## config.mk

```make
export PLATFORM = sky130hd
export DESIGN_NAME = chg_sig_diag
export DESIGN_NICKNAME = d
export VERILOG_FILES = /design/src/rtl/chg_diag_pkg.sv /design/src/rtl/charge_counter.sv /design/src/rtl/obs_rotator.sv /design/src/rtl/record_shifter.sv /design/src/rtl/chg_sig_diag.sv
export SDC_FILE = /design/constraint.sdc
export NUM_CORES = 1
export LEC_CHECK = 0
export ABC_CLOCK_PERIOD_IN_PS = 3210
export BUFFER_PORTS_ARGS = -buffer_cell sky130_fd_sc_hd__clkbuf_2
export CORE_MARGIN = 2
export CORE_UTILIZATION = 35
export CTS_BUF_LIST = sky130_fd_sc_hd__clkbuf_8
export CTS_CLUSTER_DIAMETER = 80
export DETAILED_ROUTE_END_ITERATION = 10
export HOLD_SLACK_MARGIN = 0.02
export PLACE_DENSITY = 0.61
export SYNTH_ARGS = -nofsm -noshare
export SYNTH_HDL_FRONTEND = slang
export SYNTH_HIERARCHICAL = 1
export SYNTH_SLANG_ARGS = --single-unit
```

## constraint.sdc

```tcl
create_clock -name clk -period 3.21 [get_ports clk]
set_clock_uncertainty 0.15 [all_clocks]
set_input_delay 0.1605 -clock clk [delete_from_list [all_inputs] [get_ports clk]]
set_output_delay 0.1605 -clock clk [all_outputs]
set_load 0.02 [all_outputs]
```

## src/rtl/chg_diag_pkg.sv

```systemverilog
package chg_diag_pkg;
  typedef enum logic [2:0] {
    ST_IDLE  = 3'd0,
    ST_DISCH = 3'd1,
    ST_WAKE  = 3'd2,
    ST_COUNT = 3'd3,
    ST_SHIFT = 3'd4
  } diag_state_e;

  // Width of a signature: enough for the fault-free maximum plus two guard bits.
  function automatic int sig_width(input int max_cycles);
    return $clog2(max_cycles) + 2;
  endfunction
endpackage

```

## src/rtl/charge_counter.sv

```systemverilog
module charge_counter #(
  parameter int W = 6
) (
  input  logic         clk,
  input  logic         rst_n,
  input  logic         clr,
  input  logic         inc,
  output logic [W-1:0] value,
  output logic         full
);
  localparam logic [W-1:0] TOP = {W{1'b1}};

  always_ff @(posedge clk or negedge rst_n) begin
    if (!rst_n)              value <= '0;
    else if (clr)            value <= '0;
    else if (inc && !full)   value <= value + 1'b1;
  end

  assign full = (value == TOP);

  // the count never wraps back down unless explicitly cleared
  p_no_wrap_r5: assert property (@(posedge clk) disable iff (!rst_n)
    !clr |=> value >= $past(value));
  // once at all-ones it stays there until cleared
  p_sat_hold_r5: assert property (@(posedge clk) disable iff (!rst_n)
    (full && !clr) |=> full);
endmodule

```

## src/rtl/obs_rotator.sv

```systemverilog
module obs_rotator #(
  parameter int NUM_OP = 8,
  localparam int OP_W = (NUM_OP > 1) ? $clog2(NUM_OP) : 1
) (
  input  logic            clk,
  input  logic            rst_n,
  input  logic            clr,
  input  logic            step,
  output logic [OP_W-1:0] sel
);
  logic [OP_W-1:0] nxt;

  generate
    if ((1 << OP_W) == NUM_OP) begin : g_pow2
      assign nxt = sel + 1'b1;
    end else begin : g_mod
      localparam logic [OP_W-1:0] LAST = OP_W'(NUM_OP - 1);
      assign nxt = (sel == LAST) ? '0 : sel + 1'b1;
    end
  endgenerate

  always_ff @(posedge clk or negedge rst_n) begin
    if (!rst_n)     sel <= '0;
    else if (clr)   sel <= '0;
    else if (step)  sel <= nxt;
  end

  // selection stays inside the implemented observation points
  p_op_range_r6: assert property (@(posedge clk) disable iff (!rst_n)
    sel < OP_W'(NUM_OP) || NUM_OP == (1 << OP_W));
  // every step moves to a different point
  p_op_moves_r6: assert property (@(posedge clk) disable iff (!rst_n)
    (step && !clr && NUM_OP > 1) |=> sel != $past(sel));
endmodule

```

## src/rtl/record_shifter.sv

```systemverilog
module record_shifter #(
  parameter int SEG_W = 4,
  parameter int SIG_W = 6,
  parameter int RUNS  = 3,
  localparam int BODY_W = SIG_W * RUNS,
  localparam int REC_W  = SEG_W + BODY_W,
  localparam int CNT_W  = $clog2(REC_W + 1)
) (
  input  logic             clk,
  input  logic             rst_n,
  input  logic             load_seg,
  input  logic [SEG_W-1:0] seg_in,
  input  logic             push_sig,
  input  logic [SIG_W-1:0] sig_in,
  input  logic             xfer,
  output logic             sdo,
  output logic             last_xfer
);
  logic [REC_W-1:0] rec;
  logic [BODY_W-1:0] body_next;
  logic [CNT_W-1:0]  sent;

  generate
    if (RUNS == 1) begin : g_single
      assign body_next = sig_in;
    end else begin : g_multi
      assign body_next = {rec[BODY_W-SIG_W-1:0], sig_in};
    end
  endgenerate

  always_ff @(posedge clk or negedge rst_n) begin
    if (!rst_n) begin
      rec  <= '0;
      sent <= '0;
    end else if (load_seg) begin
      rec  <= {seg_in, {BODY_W{1'b0}}};
      sent <= '0;
    end else if (push_sig) begin
      rec[BODY_W-1:0] <= body_next;
    end else if (xfer) begin
      rec  <= {rec[REC_W-2:0], 1'b0};
      sent <= sent + 1'b1;
    end
  end

  assign sdo       = rec[REC_W-1];
  assign last_xfer = xfer && (sent == CNT_W'(REC_W - 1));

  // never more bits than the record length
  p_len_r7: assert property (@(posedge clk) disable iff (!rst_n)
    sent <= CNT_W'(REC_W));
  // the final bit closes the transfer count exactly
  p_last_r7: assert property (@(posedge clk) disable iff (!rst_n)
    last_xfer |=> sent == CNT_W'(REC_W));
endmodule

```

## src/rtl/chg_sig_diag.sv

```systemverilog
module chg_sig_diag
  import chg_diag_pkg::*;
#(
  parameter int NUM_SEG = 16,
  parameter int NUM_OP  = 8,
  parameter int RUNS    = 3,
  parameter int MAX_CHG = 12,
  localparam int SEG_W  = $clog2(NUM_SEG),
  localparam int OP_W   = (NUM_OP > 1) ? $clog2(NUM_OP) : 1,
  localparam int SIG_W  = sig_width(MAX_CHG),
  localparam int IT_W   = $clog2(RUNS + 1)
) (
  input  logic            clk,
  input  logic            rst_n,
  input  logic            diag_req,
  input  logic [SEG_W-1:0] diag_seg,
  output logic            diag_busy,
  output logic            seq_run_req,
  input  logic            seq_dis_done,
  input  logic            seq_wake_done,
  input  logic            obs_level,
  output logic [OP_W-1:0] obs_sel,
  output logic            ser_data,
  output logic            ser_valid,
  input  logic            ser_ready
);
  diag_state_e state, state_n;
  logic [IT_W-1:0]  iter;
  logic [SIG_W-1:0] cnt_val;
  logic             cnt_full;
  logic             accept, wake_ok, meas_end, xfer, last_xfer, last_run;

  assign accept   = (state == ST_IDLE)  && diag_req;
  assign wake_ok  = (state == ST_WAKE)  && seq_wake_done;
  assign meas_end = (state == ST_COUNT) && (!obs_level || cnt_full);
  assign last_run = (iter == IT_W'(RUNS - 1));
  assign xfer     = (state == ST_SHIFT) && ser_ready;

  always_comb begin
    state_n = state;
    case (state)
      ST_IDLE:  if (diag_req)      state_n = ST_DISCH;
      ST_DISCH: if (seq_dis_done)  state_n = ST_WAKE;
      ST_WAKE:  if (seq_wake_done) state_n = ST_COUNT;
      ST_COUNT: if (meas_end)      state_n = last_run ? ST_SHIFT : ST_DISCH;
      ST_SHIFT: if (last_xfer)     state_n = ST_IDLE;
      default:                     state_n = ST_IDLE;
    endcase
  end

  always_ff @(posedge clk or negedge rst_n) begin
    if (!rst_n) begin
      state <= ST_IDLE;
      iter  <= '0;
    end else begin
      state <= state_n;
      if (accept)        iter <= '0;
      else if (meas_end) iter <= iter + 1'b1;
    end
  end

  charge_counter #(.W(SIG_W)) u_cnt (
    .clk   (clk),
    .rst_n (rst_n),
    .clr   (wake_ok),
    .inc   ((state == ST_COUNT) && obs_level),
    .value (cnt_val),
    .full  (cnt_full)
  );

  obs_rotator #(.NUM_OP(NUM_OP)) u_rot (
    .clk   (clk),
    .rst_n (rst_n),
    .clr   (accept),
    .step  (meas_end),
    .sel   (obs_sel)
  );

  record_shifter #(.SEG_W(SEG_W), .SIG_W(SIG_W), .RUNS(RUNS)) u_rec (
    .clk       (clk),
    .rst_n     (rst_n),
    .load_seg  (accept),
    .seg_in    (diag_seg),
    .push_sig  (meas_end),
    .sig_in    (cnt_val),
    .xfer      (xfer),
    .sdo       (ser_data),
    .last_xfer (last_xfer)
  );

  assign diag_busy   = (state != ST_IDLE);
  assign seq_run_req = (state == ST_DISCH) || (state == ST_WAKE);
  assign ser_valid   = (state == ST_SHIFT);

  // request held until the wake is accepted
  p_run_hold_r3: assert property (@(posedge clk) disable iff (!rst_n)
    (seq_run_req && !seq_wake_done) |=> seq_run_req);
  // stalled output holds its bit
  p_sdo_hold_r8: assert property (@(posedge clk) disable iff (!rst_n)
    (ser_valid && !ser_ready) |=> (ser_valid && $stable(ser_data)));
  // a request while busy does not restart anything
  p_req_ignored_r9: assert property (@(posedge clk) disable iff (!rst_n)
    (diag_busy && diag_req && !ser_valid) |=> diag_busy);
  // output valid only while busy
  p_valid_busy_r10: assert property (@(posedge clk) disable iff (!rst_n)
    ser_valid |-> diag_busy);
  // idle request starts a run on the next cycle
  p_start_r2: assert property (@(posedge clk) disable iff (!rst_n)
    (!diag_busy && diag_req) |=> (seq_run_req && obs_sel == '0));
endmodule

```

After elaboration in Yosys (flattened, before gate mapping). Cells that the tools add are included.

Equality and inequality tests: 13. $add $sub $neg: 4. Multiplexer cells: 20. Reductions and logical operators: 19.

Operators with widths (count): $mux W22 (2); $mux W3 (8); $mux W18 (1); $mux W5 (3); $pmux W3 S5 (1); $mux W6 (2); $ne A2 B2 Y1 const B (5); $logic_and A1 B1 Y1 (7); $add A6 B1 Y6 const B (1); $eq A3 B2 Y1 const B (2); $eq A6 B6 Y1 const B (1); $reduce_bool A2 Y1 (3); $reduce_bool A3 Y1 (2); $add A5 B1 Y5 const B (1); $eq A5 B5 Y1 const B (1); $reduce_and A5 Y1 (1); $mux W2 (2); $mux W4 (1); $add A3 B1 Y3 const B (1); $eq A3 B1 Y1 const B (1); $eq A3 B3 Y1 const B (1); $logic_not A3 Y1 (1); $add A2 B1 Y2 const B (1); $eq A2 B2 Y1 const B (1); 4 further kinds (6).

Output and inout port bits: 7. Logic and storage cells: 63. Flip-flop bits (word level): 41.

Logic depth before layout (Yosys ltp). Gate-level depths: netlist of the first run.

Depth in word-level cells: 5. Depth in mapped cells: 9.

Cells and area by module. Netlist of the first run, hierarchy kept.

By module, submodules not included: record_shifter (instances 1, area each 1451.4 um^2, cells each 126, seq. area each 675.6 um^2); charge_counter (instances 1, area each 380.4 um^2, cells each 39, seq. area each 150.1 um^2); chg_sig_diag (instances 1, area each 364.1 um^2, cells each 38, seq. area each 125.1 um^2); obs_rotator (instances 1, area each 136.4 um^2, cells each 11, seq. area each 75.1 um^2).

Worst setup path after synthesis of the first run. No wires, ideal clock.

Path type: register to register. Start point: reg u_cnt.value[0]. End point: reg u_rec.rec[10]. Setup slack: 0.882 ns. Arrival: 2.057 ns. Setup time: 0.121 ns. Required time: 2.939 ns. Path buffers: 2. Stages on the path, launching flop included: 10. Cells stage by stage: dfrtp_1 ha_1 nand2_4 nor2b_4 nor2b_1 nor4b_4 buf_4 buf_4 mux2i_1 nor2_1.

Cells in the longest elaborated chain, start to end: 5.

RTL lines: from (decl) (line charge_counter.sv:8) `output logic [W-1:0] value,`; from (signal assigned) (line charge_counter.sv:16) `else if (inc && !full) value <= value + 1'b1;`; $eq A6 B6 Y1 * (line charge_counter.sv:19) `assign full = (value == TOP);`; net cnt_full (line chg_sig_diag.sv:30) `logic cnt_full;`; $logic_or A1 B1 Y1 * (line chg_sig_diag.sv:35) `assign meas_end = (state == ST_COUNT) && (!obs_level || cnt_full);`; $logic_and A1 B1 Y1 * (line chg_sig_diag.sv:35); net meas_end (line chg_sig_diag.sv:31) `logic accept, wake_ok, meas_end, xfer, last_xfer, last_run;`; $mux W18 (line record_shifter.sv:38) `end else if (push_sig) begin`; $mux W22 (line record_shifter.sv:35) `end else if (load_seg) begin`; to (signal assigned) (line record_shifter.sv:36) `rec <= {seg_in, {BODY_W{1'b0}}};`; to (signal, indexed assignment) (line record_shifter.sv:39) `rec[BODY_W-1:0] <= body_next;`; to (signal assigned) (line record_shifter.sv:41) `rec <= {rec[REC_W-2:0], 1'b0};`; to (decl) (line record_shifter.sv:19) `logic [REC_W-1:0] rec;`.

Mark *: on every way through the listed nets, which the timed path passes. The rest lies on a longest branch. A chain may end at the register's enable or synchronous reset.

Final worst setup path of the first run.
Start point: reg u_cnt.value[0]. End point: reg u_rec.sent[4].

Cells in the longest elaborated chain, start to end: 5.

RTL lines: $eq A6 B6 Y1 (line charge_counter.sv:19); net cnt_full (line chg_sig_diag.sv:30); $logic_or A1 B1 Y1 (line chg_sig_diag.sv:35); $logic_and A1 B1 Y1 (line chg_sig_diag.sv:35); net meas_end (line chg_sig_diag.sv:31); $ne A2 B2 Y1 (no source line); $reduce_and A2 Y1 (no source line); to (signal assigned) (line record_shifter.sv:42) `sent <= sent + 1'b1;`; to (decl) (line record_shifter.sv:21) `logic [CNT_W-1:0] sent;`.

The timed path passes the listed nets, and every way through them passes these cells.

==> out/results.tsv, run 1 <==
stage	metric	value	unit
final_layout	number of nets in the layout	249	
logic_synthesis	cell types occupying the most area after synthesis	sky130_fd_sc_hd__dfrtp_1 44%, sky130_fd_sc_hd__mux2i_1 10%, sky130_fd_sc_hd__mux2_4 5.2%, sky130_fd_sc_hd__mux2_1 4.3%, sky130_fd_sc_hd__nor2_1 4.0%	
logic_synthesis	number of synthesized flops with an enable pin	0	
floorplanning	width of the chip	85.63	microns
logic_synthesis	Mapped Nets	230	
run_status	run status	completed	
floorplanning	die footprint	0.007333	sq mm
final_layout	FF+latch area	0.001026	sq mm
logic_synthesis	sequential fraction of the synthesis area	43.99	%
placed_design	Final GP Congestion	0.8199	
clock_tree	clock latency of the later-clocked register in the worst-skew pair	0.30	ns
power	portion of total power attributed to combinational logic	35.4	%
min_path	end of the worst hold path	state[1]	
logic_synthesis	top cell types by occurrence after synthesis	41 x sky130_fd_sc_hd__dfrtp_1, 25 x sky130_fd_sc_hd__nor2_1, 24 x sky130_fd_sc_hd__mux2i_1	
logic_synthesis	fraction of post-synthesis cell area in the top cell type by area	43.99	%
final_layout	Area Overhead vs Synth	11.21	%
clock_tree	clock tree from TritonCTS	built	
floorplanning	# IOs	18	
clock_tree	clock slew seen by the registers of the worst setup and hold paths	0.08	ns
logic_synthesis	Yosys warnings	6	
final_layout	fraction of layout instances using a drive strength above 1	18.38	%
final_layout	FILL cells	622	
logic_synthesis	Yosys top cell by area	sky130_fd_sc_hd__dfrtp_1	
global_routing	number of global-route vias before repair	1564	
placed_design	Placed Cells incl. Taps	298	
critical_path	Worst Path Arrival	2.53	ns
power	Final Total Pwr	1.976	mW
power	Clk pwr share	21.9	%
critical_path	reg-to-reg critical path endpoint	u_rec/sent[4]	
placed_design	placed wire-length estimate	2766	microns
routing	number of vias in the routed layout	1604	
sta	Setup TNS	0	ns
logic_synthesis	unique cell type count in the Yosys netlist	49	
global_routing	pin count of the biggest net entering global routing	42	
final_layout	combined area of the multi-input logic cells	0.001156	sq mm
sta	worst slew margin relative to its limit	33.17	%
routing	detailed-route vias per instance	5.158	
final_layout	antenna fix cells	0	
logic_synthesis	most instantiated library cell after synthesis	sky130_fd_sc_hd__dfrtp_1	
clock_tree	clock sink total	41	
placed_design	Port Buffers	17	
logic_synthesis	post-synth design cell area	0.002332	sq mm
min_path	Hold Startpoint	seq_dis_done	
power	internal power	1.266	mW
floorplanning	row count	29	
power	Switching Share	35.92	%
routing	number of design rule violations left after detail routing	0	
final_layout	Post-Route Utilization	40.62	%
critical_path	required time at the endpoint of the critical path	3.30	ns
routing	starting DRC count in detailed routing	114	
critical_path	critical register-to-register path startpoint	u_cnt/value[0]	
placed_design	total placed instance area	0.002427	sq mm
min_path	worst hold path type	in2reg	
sta	count of final max-slew check failures	0	
power	net switching power	0.7097	mW
global_routing	remaining global-route overflow	0	
power	power share of the sequential group	42.7	%
critical_path	kind of end point of the critical path	flip-flop	
global_routing	antenna violations before repair	0	
floorplanning	initial core utilization	36.52	%
flow_run	number of maximum-capacitance violations	0	
critical_path	Worst Setup Path Type	reg2reg	
routing	remaining antenna violation count after routing	0	
final_layout	post-route non-filler standard cell count	311	
global_routing	first-pass GRT wire length	7362	microns
min_path	number of instances on the worst hold path	4	
critical_path	setup slack of the worst register-to-register path	0.77	ns
floorplanning	placeable core area	0.006386	sq mm
logic_synthesis	synthesized netlist cell count	214	
critical_path	worst r2r path cells	8	
power	worst ir drop on vdd	464.3	uV
floorplanning	die span in y	85.63	microns
sta	clock period minus final worst setup slack	2.444	ns
logic_synthesis	Yosys reg bits	41	
clock_tree	number of post-CTS setup repair buffers	0	
routing	final WL	4284	microns
critical_path	Critical Path Source Type	flip-flop	
power	power per standard cell area	761.7	mW/mm^2
clock_tree	Clk Tree Root Cell	sky130_fd_sc_hd__clkbuf_8	
clock_tree	buffer depth of the longest clock path	2	
final_layout	post-route design area	0.002594	sq mm
sta	transition time of the tightest slew-check pin	1.002	ns
global_routing	GRT Resource Usage Total	12.59	%
clock_tree	number of buffers inserted during clock tree synthesis	5	
sta	peak clock frequency supported by timing	409.2	MHz
routing	Avg WL per Cell	13.77	microns
sta	ratio of final minimum period to clock period	76.13	%
logic_synthesis	prevailing post-synth register cell	sky130_fd_sc_hd__dfrtp_1	
power	total leakage power	1.193	nW
sta	number of failing setup endpoints in the final timing report	0	
sta	RSZ-0062 raised after global routing	false	
critical_path	maximum net fanout on the critical path	13	
routing	detailed-routing iteration count for the pre-antenna-repair pass	4	
clock_tree	maximum level of the CTS H-tree	2	
logic_synthesis	share of synthesized registers carrying an async set or reset	100.0	%
logic_synthesis	Post-Synthesis Mean Instance Area	10.90	sq um
sta	Hold Fails Final Rpt	0	
[layout by cell type, fill, tap and decap left out, types with 5 or more instances in the layout]
master                          synthesis  routed
sky130_fd_sc_hd__ha_1                   5       5
sky130_fd_sc_hd__clkbuf_8               0       6
sky130_fd_sc_hd__inv_1                 10      11
sky130_fd_sc_hd__nor2_1                25      25
sky130_fd_sc_hd__nand2_1               10      10
sky130_fd_sc_hd__mux2i_1               24      24
sky130_fd_sc_hd__a21oi_1                5       5
sky130_fd_sc_hd__o211ai_1               5       5
sky130_fd_sc_hd__mux2_1                 9       9
sky130_fd_sc_hd__dlygate4sd3_1          0       5
sky130_fd_sc_hd__nand3_1                7       7
sky130_fd_sc_hd__mux2_4                 8       8
sky130_fd_sc_hd__clkbuf_2               1      17
sky130_fd_sc_hd__dfrtp_1               41      41
[worst max-delay path by stage]
stage                         startpoint            end  slack (ns)  cells past startpoint
final                     u_cnt/value[0]  u_rec/sent[4]        0.77                      8
after CTS                 u_cnt/value[0]  u_rec/sent[4]        0.77                      8
after floorplan           u_cnt/value[0]  u_rec/rec[10]        0.88                      9
after detailed placement  u_cnt/value[0]  u_rec/sent[4]        0.81                      8
after global routing      u_cnt/value[0]  u_rec/sent[4]        0.65                      8
after global placement    u_cnt/value[0]  u_rec/sent[3]        0.86                      8
[repair_timing]
action                    4_1_cts  5_1_grt
hold endpoints to repair       45        0
gates resized for setup         0        0
hold buffers                    5        0
[cell families (layout without fill, tap and decap cells)]
logic type	count (synthesis)	after routing	synth area share (%)
simple gates	73	73	18.08
mux	41	41	19.80
flops	41	41	43.99
compound gates	27	27	7.887
buf+inv	24	44	6.438
fa+ha+maj	5	5	2.682
xor+xnor	3	3	1.127
[flip-flops by register name, summed over array words and instances, names as in the netlist]
| register | count |
|---|---|
| u_cnt/value | 6 |
| state | 3 |
| u_rot/sel | 3 |
| u_rec/rec | 22 |
| u_rec/sent | 5 |
| iter | 2 |
[metal layers]
metal	part of all wire, %	wire [microns]	GRT usage, %
met1	51	2193	17.07
met2	44	1871	19.53
met3	3.4	147	2.599
met4	1.7	71	5.483
met5	0	0	0
[critical path: stages (launching register included)]
cell	delay [ns]
sky130_fd_sc_hd__dfrtp_1	0.44
sky130_fd_sc_hd__ha_1	0.29
sky130_fd_sc_hd__nand2_4	0.13
sky130_fd_sc_hd__nor2b_4	0.05
sky130_fd_sc_hd__nor2b_1	0.28
sky130_fd_sc_hd__nor4b_4	0.08
sky130_fd_sc_hd__nand2b_1	0.35
sky130_fd_sc_hd__or4_1	0.55
sky130_fd_sc_hd__nand2_1	0.08
[through the flow]
stage	worst slack, ns	hold slack [ns]
floorplan	0.8821	-0.2851
global placement	0.8581	0.2446
detailed placement	0.8146	0.2409
CTS	0.7697	0.03343
global route	0.6452	0.06516
finish	0.7664	0.04360
[power groups by stage]
stage | registers (mW) | clock network, mW | logic, mW
2_1_floorplan | 0.811 | 0 | 0.590
3_3_place_gp | 0.849 | 0 | 0.684
3_5_place_dp | 0.855 | 0 | 0.694
4_1_cts | 0.845 | 0.443 | 0.708
5_1_grt | 0.877 | 0.467 | 0.783
6_report | 0.844 | 0.433 | 0.699
[layout make-up]
cell class	instances	share of cell area (%)
multi-input combinational	149	44.57
clock inverter	2	1.302
inverter	11	1.592
tap	77	3.714
sequential	41	39.56
clock buffer	6	3.184
timing repair buffer	25	6.078
Power figures use the tool's default switching activity.
==> run 2: changes to the inputs <==
--- a/config.mk
+++ b/config.mk
@@ -5,7 +5,7 @@
 export SDC_FILE = /design/constraint.sdc
 export NUM_CORES = 1
 export LEC_CHECK = 0
-export ABC_CLOCK_PERIOD_IN_PS = 3210
+export ABC_CLOCK_PERIOD_IN_PS = 2200
 export BUFFER_PORTS_ARGS = -buffer_cell sky130_fd_sc_hd__clkbuf_2
 export CORE_MARGIN = 2
 export CORE_UTILIZATION = 35
@@ -13,7 +13,7 @@
 export CTS_CLUSTER_DIAMETER = 80
 export DETAILED_ROUTE_END_ITERATION = 10
 export HOLD_SLACK_MARGIN = 0.02
-export PLACE_DENSITY = 0.61
+export PLACE_DENSITY = 0.63
 export SYNTH_ARGS = -nofsm -noshare
 export SYNTH_HDL_FRONTEND = slang
 export SYNTH_HIERARCHICAL = 1
==> constraint.sdc (replaced) <==
create_clock -name clk -period 2.2 [get_ports clk]
set_clock_uncertainty 0.15 [all_clocks]
set_input_delay 0.11 -clock clk [delete_from_list [all_inputs] [get_ports clk]]
set_output_delay 0.11 -clock clk [all_outputs]
set_load 0.02 [all_outputs]
==> run 2 against run 1 <==
  * Worst hold slack improved by 0.040 ns
  * Clock-buffer cell count is 1 lower
  * Global-route usage increased by 0.48 points
  * Sequential cell count did not move
  * Final cell count is 4.8% higher
  * Die area is the same
  * Wire length is 0.16% lower
  * Setup slack got worse by 0.58 ns
  * Register-to-register slack got worse by 0.58 ns
  * Design area increased by 4.5%
  * Largest power group is now combinational cells
==> out/results.tsv, run 2 (same netlist as run 1, synthesis figures left out) <==
stage	metric	value	unit
run_status	run status	completed	
power	Final Total Pwr	2.842	mW
clock_tree	clock sink total	41	
global_routing	remaining global-route overflow	0	
final_layout	number of flip-flops in the largest register	22	
sta	peak clock frequency supported by timing	496.9	MHz
clock_tree	Clk Tree Root Cell	sky130_fd_sc_hd__clkbuf_8	
critical_path	crit path launch	u_cnt/value[0]	
routing	Avg WL per Cell	13.12	microns
global_routing	first-pass GRT wire length	7679	microns
sta	Setup TNS	0	ns
critical_path	critical register-to-register path startpoint	u_cnt/value[0]	
routing	detailed-routing iteration count for the pre-antenna-repair pass	4	
critical_path	kind of end point of the critical path	flip-flop	
routing	number of vias in the routed layout	1637	
clock_tree	cts repair resizes	0	
sta	clock period minus final worst setup slack	2.013	ns
sta	RSZ-0062 raised after global routing	false	
critical_path	Critical Path Source Type	flip-flop	
critical_path	maximum net fanout on the critical path	13	
global_routing	GRT Resource Usage Total	13.08	%
sta	transition time of the tightest slew-check pin	0.4395	ns
clock_tree	buffer depth of the longest clock path	2	
routing	starting DRC count in detailed routing	83	
placed_design	placed wire-length estimate	3087	microns
placed_design	Final GP Congestion	0.7626	
min_path	worst hold path type	in2reg	
critical_path	crit-path max cell delay	0.48	ns
clock_tree	number of buffers inserted during clock tree synthesis	5	
sta	Hold Fails Final Rpt	0	
critical_path	Worst Path Arrival	2.09	ns
critical_path	required time at the endpoint of the critical path	2.27	ns
final_layout	post-route design area	0.002710	sq mm
global_routing	pin count of the biggest net entering global routing	21	
sta	worst hold slack after final layout	0.08400	ns
placed_design	Port Buffers	17	
final_layout	most used cells in the layout excluding fill and tap cells	41 x sky130_fd_sc_hd__dfrtp_1, 25 x sky130_fd_sc_hd__nor2_1, 24 x sky130_fd_sc_hd__mux2i_1, 17 x sky130_fd_sc_hd__clkbuf_2, 16 x sky130_fd_sc_hd__buf_4	
clock_tree	clock slew seen by the registers of the worst setup and hold paths	0.07	ns
power	power per standard cell area	1049	mW/mm^2
final_layout	fraction of layout instances using a drive strength above 1	23.69	%
floorplanning	die span in y	85.63	microns
final_layout	antenna fix cells	0	
floorplanning	row count	29	
final_layout	commonest non-fill, non-tap cell in the layout	sky130_fd_sc_hd__dfrtp_1	
flow_run	number of maximum-capacitance violations	0	
critical_path	critical-path cell list	ha_4 -> nand2_4 -> nor2b_4 -> nor2b_2 -> nor4b_4 -> nand2b_4 -> or4_1 -> nand2_1	
clock_tree	clock tree from TritonCTS	built	
power	total leakage power	1.267	nW
min_path	Hold Startpoint	seq_wake_done	
sta	number of failing setup endpoints in the final timing report	0	
clock_tree	number of post-CTS setup repair buffers	0	
floorplanning	die footprint	0.007333	sq mm
global_routing	number of global-route vias before repair	1670	
routing	detailed-route vias per instance	5.021	
floorplanning	placeable core area	0.006386	sq mm
routing	remaining antenna violation count after routing	0	
sta	ratio of final minimum period to clock period	91.48	%
routing	number of design rule violations left after detail routing	0	
power	worst ir drop on vdd	747.4	uV
clock_tree	maximum level of the CTS H-tree	2	
routing	final WL	4277	microns
placed_design	worst slack at placement	0.1905	ns
final_layout	Largest regs	u_rec/rec x22, u_cnt/value x6, u_rec/sent x5	
critical_path	Worst Setup Path Type	reg2reg	
sta	worst slew margin relative to its limit	70.70	%
sta	count of final max-slew check failures	0	
clock_tree	clock latency of the later-clocked register in the worst-skew pair	0.28	ns
critical_path	Crit-path slowest cell	sky130_fd_sc_hd__or4_1	
clock_tree	Hold Buf Count CTS	6	
sta	final worst setup slack	0.1874	ns
final_layout	most flop-heavy register	u_rec/rec	
floorplanning	width of the chip	85.63	microns
floorplanning	# IOs	18	
final_layout	number of nets in the layout	264	
placed_design	total placed instance area	0.002570	sq mm
floorplanning	initial core utilization	36.52	%
final_layout	Area Overhead vs Synth	16.20	%
global_routing	antenna violations before repair	0	
[run 2: critical path: cells and delay by family (launching register included)]
family / cells / cell delay (ns)
and+or+nand+nor: 7 / 1.18
adders and majority gates: 1 / 0.19
DFF: 1 / 0.42
[run 2: layer usage]
| layer | GRT usage, % | wire [microns] | vias up |
|---|---|---|---|
| met5 | 0 | 0 | - |
| met4 | 4.329 | 53 | 0 |
| met3 | 2.887 | 127 | 5 |
| met2 | 20.45 | 1933 | 23 |
| met1 | 18.01 | 2164 | 784 |
| li1 | - | - | 825 |
[run 2: worst paths after layout]
path                                       to  slack (ns)  depth (start not counted)
max in group asynchronous        u_rec/rec[5]        1.21                          3
worst min register to register        iter[0]        0.33                          1
worst max-delay path            u_rec/sent[3]        0.19                          8
min in group asynchronous        u_rot/sel[1]        0.15                          2
worst max register to register  u_rec/sent[3]        0.19                          8
worst min-delay path                 state[0]        0.08                          3
[run 2: layout make-up]
cell class	instances	area (sq um)
flip-flops and latches	41	1026
well taps	77	96.34
multi-input cells	149	1181
fillers	624	3676
repair buffers	40	285.3
clock inverters	3	11.26
clock buffers	5	68.82
inverters	11	41.29
[run 2: per-stage QoR]
stage	util [%]	std cells
floorplan	-	214
global placement	40.24	312
detailed placement	40.24	312
CTS	42.44	326
global route	42.44	326
finish	42.44	326
[run 2: power breakdown]
| group | total, mW | internal, mW | switching (mW) |
|---|---|---|---|
| logic | 1.23 | 0.602 | 0.623 |
| registers | 1.17 | 0.994 | 0.177 |
| clock network | 0.447 | 0.211 | 0.235 |
